File: config.mk
export PLATFORM = sky130hd
export DESIGN_NAME = lfsr_divclk_tpg
export DESIGN_NICKNAME = d
export VERILOG_FILES = /design/src/rtl/tpg_pkg.sv /design/src/rtl/tpg_wave_gen.sv /design/src/rtl/tpg_lfsr_core.sv /design/src/rtl/lfsr_divclk_tpg.sv
export SDC_FILE = /design/constraint.sdc
export NUM_CORES = 1
export LEC_CHECK = 0
export BUFFER_PORTS_ARGS = -buffer_cell sky130_fd_sc_hd__buf_2
export CAP_MARGIN = 40
export CORE_MARGIN = 3
export CORE_UTILIZATION = 35
export CTS_BUF_LIST = sky130_fd_sc_hd__clkbuf_8
export DETAILED_ROUTE_END_ITERATION = 10
export REMOVE_ABC_BUFFERS = 1
export SLEW_MARGIN = 25
export SYNTH_ARGS = -nofsm -noshare
export SYNTH_HDL_FRONTEND = slang
export SYNTH_HIERARCHICAL = 1
export SYNTH_SLANG_ARGS = --single-unit
File: constraint.sdc
create_clock -name clk -period 4.9 [get_ports clk]
set_clock_uncertainty 0.05 [all_clocks]
set_input_delay 0.735 -clock clk [delete_from_list [all_inputs] [get_ports clk]]
set_output_delay 0.735 -clock clk [all_outputs]
set_load 0.1 [all_outputs]
File: src/rtl/tpg_pkg.sv
package tpg_pkg;

  // Where the serial bit fed into the register comes from.
  typedef enum logic {
    INJ_WAVE = 1'b0,
    INJ_EXT  = 1'b1
  } inj_src_e;

  // Number of high cycles in one wave period: ceil(r/2).
  function automatic int unsigned high_span(input int unsigned r);
    return (r + 1) / 2;
  endfunction

  // A wave exists only for periods of two cycles or more.
  function automatic logic wave_active(input int unsigned r);
    return r >= 2;
  endfunction

endpackage

File: src/rtl/tpg_wave_gen.sv
module tpg_wave_gen #(
  parameter int unsigned RATIO_W = 6
) (
  input  logic               clk,
  input  logic               rst,
  input  logic               restart,
  input  logic               advance,
  input  logic [RATIO_W-1:0] ratio,
  output logic               level,
  output logic               wrap
);
  import tpg_pkg::*;

  logic [RATIO_W-1:0] phase_q;
  logic               active;
  logic               at_end;

  assign active = wave_active(32'(ratio));
  assign at_end = active && (phase_q >= (ratio - RATIO_W'(1)));
  assign wrap   = advance && at_end;
  assign level  = active && (32'(phase_q) < high_span(32'(ratio)));

  always_ff @(posedge clk) begin
    if (rst || restart) begin
      phase_q <= '0;
    end else if (advance) begin
      if (!active || at_end) phase_q <= '0;
      else                   phase_q <= phase_q + RATIO_W'(1);
    end
  end

endmodule

File: src/rtl/tpg_lfsr_core.sv
module tpg_lfsr_core #(
  parameter int unsigned       WIDTH      = 3,
  parameter logic [WIDTH-1:0]  TAP_MASK   = 3'b101,
  parameter logic [WIDTH-1:0]  RESET_SEED = 3'b100
) (
  input  logic             clk,
  input  logic             rst,
  input  logic             load,
  input  logic [WIDTH-1:0] seed,
  input  logic             step,
  input  logic             din,
  output logic [WIDTH-1:0] state
);

  logic [WIDTH-1:0] state_q;
  logic [WIDTH-1:0] state_nxt;
  logic             feedback;

  assign feedback = (^(state_q & TAP_MASK)) ^ din;

  genvar gi;
  generate
    for (gi = 0; gi < WIDTH - 1; gi++) begin : g_shift
      assign state_nxt[gi] = state_q[gi+1];
    end
  endgenerate
  assign state_nxt[WIDTH-1] = feedback;

  always_ff @(posedge clk) begin
    if (rst)       state_q <= RESET_SEED;
    else if (load) state_q <= seed;
    else if (step) state_q <= state_nxt;
  end

  assign state = state_q;

endmodule

File: src/rtl/lfsr_divclk_tpg.sv
module lfsr_divclk_tpg #(
  parameter int unsigned      WIDTH      = 3,
  parameter logic [WIDTH-1:0] TAP_MASK   = 3'b101,
  parameter logic [WIDTH-1:0] RESET_SEED = 3'b100,
  parameter int unsigned      RATIO_W    = 6
) (
  input  logic               clk,
  input  logic               rst,
  input  logic               load,
  input  logic [WIDTH-1:0]   seed,
  input  logic               en,
  input  logic [RATIO_W-1:0] ratio,
  input  logic               ovr_en,
  input  logic               ovr_bit,
  output logic [WIDTH-1:0]   pattern
);
  import tpg_pkg::*;

  logic     step_ev;
  logic     wave_level;
  logic     wave_wrap;
  logic     inj_bit;
  inj_src_e inj_src;

  assign step_ev = en && !load;
  assign inj_src = ovr_en ? INJ_EXT : INJ_WAVE;

  always_comb begin
    unique case (inj_src)
      INJ_EXT:  inj_bit = ovr_bit;
      default:  inj_bit = wave_level;
    endcase
  end

  tpg_wave_gen #(
    .RATIO_W (RATIO_W)
  ) u_wave (
    .clk     (clk),
    .rst     (rst),
    .restart (load),
    .advance (step_ev),
    .ratio   (ratio),
    .level   (wave_level),
    .wrap    (wave_wrap)
  );

  tpg_lfsr_core #(
    .WIDTH      (WIDTH),
    .TAP_MASK   (TAP_MASK),
    .RESET_SEED (RESET_SEED)
  ) u_core (
    .clk   (clk),
    .rst   (rst),
    .load  (load),
    .seed  (seed),
    .step  (step_ev),
    .din   (inj_bit),
    .state (pattern)
  );

endmodule

==> run metrics <==
status complete, no violations; total global-route track usage 0.1220; crit end category register; Syn Inst Count between 90 and 100; max-slew violation count 0; P&R area growth vs syn 17.46%; Post-DP HPWL roughly 1.5 mm; min-delay worst type register to register; num ports 18; DR iter-0 viols 7; GRT overflow 0; transition time of the tightest slew-check pin about 0.49 ns; Setup Viol. Count Final 0; Residual DRC 0; Core Area ~0.0023 sq mm; Seq. cell area between 150 and 200 sq um; Layout Cells excl Fill 144; Fill cells around 240; final hold vios 0; Post-layout nets roughly 150; first drt pass iteration count 6; RSZ-0062 raised after global routing no; # diodes 0; cts bufs inserted 3; GPL Wtd Cong ~0.76; share of layout cells above drive strength 1 0.2586; DP Worst Slack approximately 1.8 ns; Setup CP Type input port to register; setup TNS 0 ns; max-cap check violation count 0; met3 wire len around 93 um; largest net degree at the start of global routing 12; Leakage ~0.48 nW; Max FO, Critical Path 8; antenna violations before repair 0; WP data required about 5.0 ns; Max VDD drop around 0.21 mV; highest clock rate around 350 MHz; Max transition margin 0.6776; Multi-input gate area ~690 sq um; DR WL/cell between 10 and 15 um; Setup WS post-layout 2.048 ns; Antenna Nets Post-Route 0; Tcrit/Tclk final 0.5821; Worst R2R Setup Slack ~2.7 ns; Mapped Avg Cell Area roughly 9.3 sq um; met2 WL about 860 um; port bufs 17; H-Tree Level Count 1; Ys Warns 6; fin util 0.4539; Worst-path clk slew approximately 0.05 ns; DRT Wirelength ~1.9 mm; # placed instances around 140; CTS root buf clkbuf_8; number of vias per cell approximately 5.2; row cnt 17; Chip Height 56.59 um; DR top layer met3; Mapped Area 895.9 sq um; Initial Utilization 0.3864; area of the die 0.003202 sq mm; Worst Path Arrival 2.96 ns; Pwr Density 214.9 mW/mm^2; first-pass GRT wire length about 3.0 mm; Post-CTS Setup Repair Bufs 0; CTS resizes 0; crit path time final between 2 and 3 ns; Vias 750; clock buffer depth 2; die width about 57 um; number of global-route vias before repair approximately 670; TritonCTS clock tree yes; clk_lat worst skew 0.23 ns; cts hold-fix bufs 0; CP startpoint kind input port; clk sink count 9; met1 WL ~960 um
## critical path, stage by stage
cell and delay, ns:
buf_2 0.17, and3_1 0.18, nand3_1 0.09, xor2_1 0.16, ha_1 0.29, a21o_1 0.18, a211oi_1 0.23, o21a_1 0.15
mux2_4 0.14, xnor2_1 0.11, mux2_1 0.36, nor3_2 0.18
## state kept, by name, summed over array words and instances, names as in the netlist
register	cells
u_wave/phase_q	6
u_core/state	3
## area by class of cell
| type | instances | area share |
|---|---|---|
| clock inverters | 1 | 0.003567 |
| clock buffers | 3 | 0.03924 |
| well taps | 28 | 0.03329 |
| multi-input cells | 82 | 0.6540 |
| flip-flops and latches | 9 | 0.1712 |
| inverters | 3 | 0.01070 |
| repair buffers | 18 | 0.08799 |
## metrics by stage
step	power [W]	hold slack, ns	area, sq um
CTS	0.0002288	0.5361	1045
finish	0.0002261	0.5376	1052
global placement	0.0001393	0.5257	999.7
detailed placement	0.0001411	0.5268	999.7
floorplan	0.0001223	0.4895	879.6
global route	0.0002388	0.5775	1052
## routing by layer
metal | up-vias | global-route usage
met5 | - | 0
met1 | 340 | 0.1743
met4 | 0 | 0.02034
met3 | 0 | 0.05057
li1 | 394 | -
met2 | 16 | 0.1716
## power breakdown
part / total, W / internal, W / switching, W / leakage, nW
Combinational: 0.0000627 / 0.0000243 / 0.0000384 / 0.384
Sequential: 0.0000782 / 0.0000759 / 0.00000233 / 0.0733
Clock: 0.0000852 / 0.0000547 / 0.0000306 / 0.0269
Total: 0.000226 / 0.000155 / 0.0000713 / 0.484
## cells in the final DEF (no fill, tap or decap)
master / count
nor3_1: 9
clkbuf_8: 3
and3_1: 1
nand3_1: 4
and3_2: 1
buf_2: 17
a211o_4: 1
inv_1: 4
clkbuf_4: 1
o221a_2: 1
ha_1: 15
o211ai_1: 1
nor4_1: 1
or3_4: 1
nor3b_1: 1
xor2_1: 6
nor2_1: 5
dfxtp_1: 9
mux2_1: 1
a21o_1: 2
mux2_4: 1
nor3_2: 1
a21oi_1: 2
nand2b_1: 1
mux2i_1: 3
nand4_1: 2
xnor2_1: 8
mux2_2: 2
nand2_1: 5
nor2b_1: 1
o21a_1: 2
a211oi_1: 2
nor4_4: 1
nor4bb_1: 1
## worst paths after layout
check,startpoint,cells after the start,endpoint
hold reg to reg,u_wave/phase_q[1]$_SDFFE_PP0P_,2,u_wave/phase_q[1]$_SDFFE_PP0P_
hold / removal,u_wave/phase_q[1]$_SDFFE_PP0P_,2,u_wave/phase_q[1]$_SDFFE_PP0P_
setup / recovery,ratio[1],12,u_core/state[2]$_SDFFE_PP1P_
setup reg to reg,u_wave/phase_q[4]$_SDFFE_PP0P_,8,u_core/state[2]$_SDFFE_PP1P_
Power figures use the tool's default switching activity.
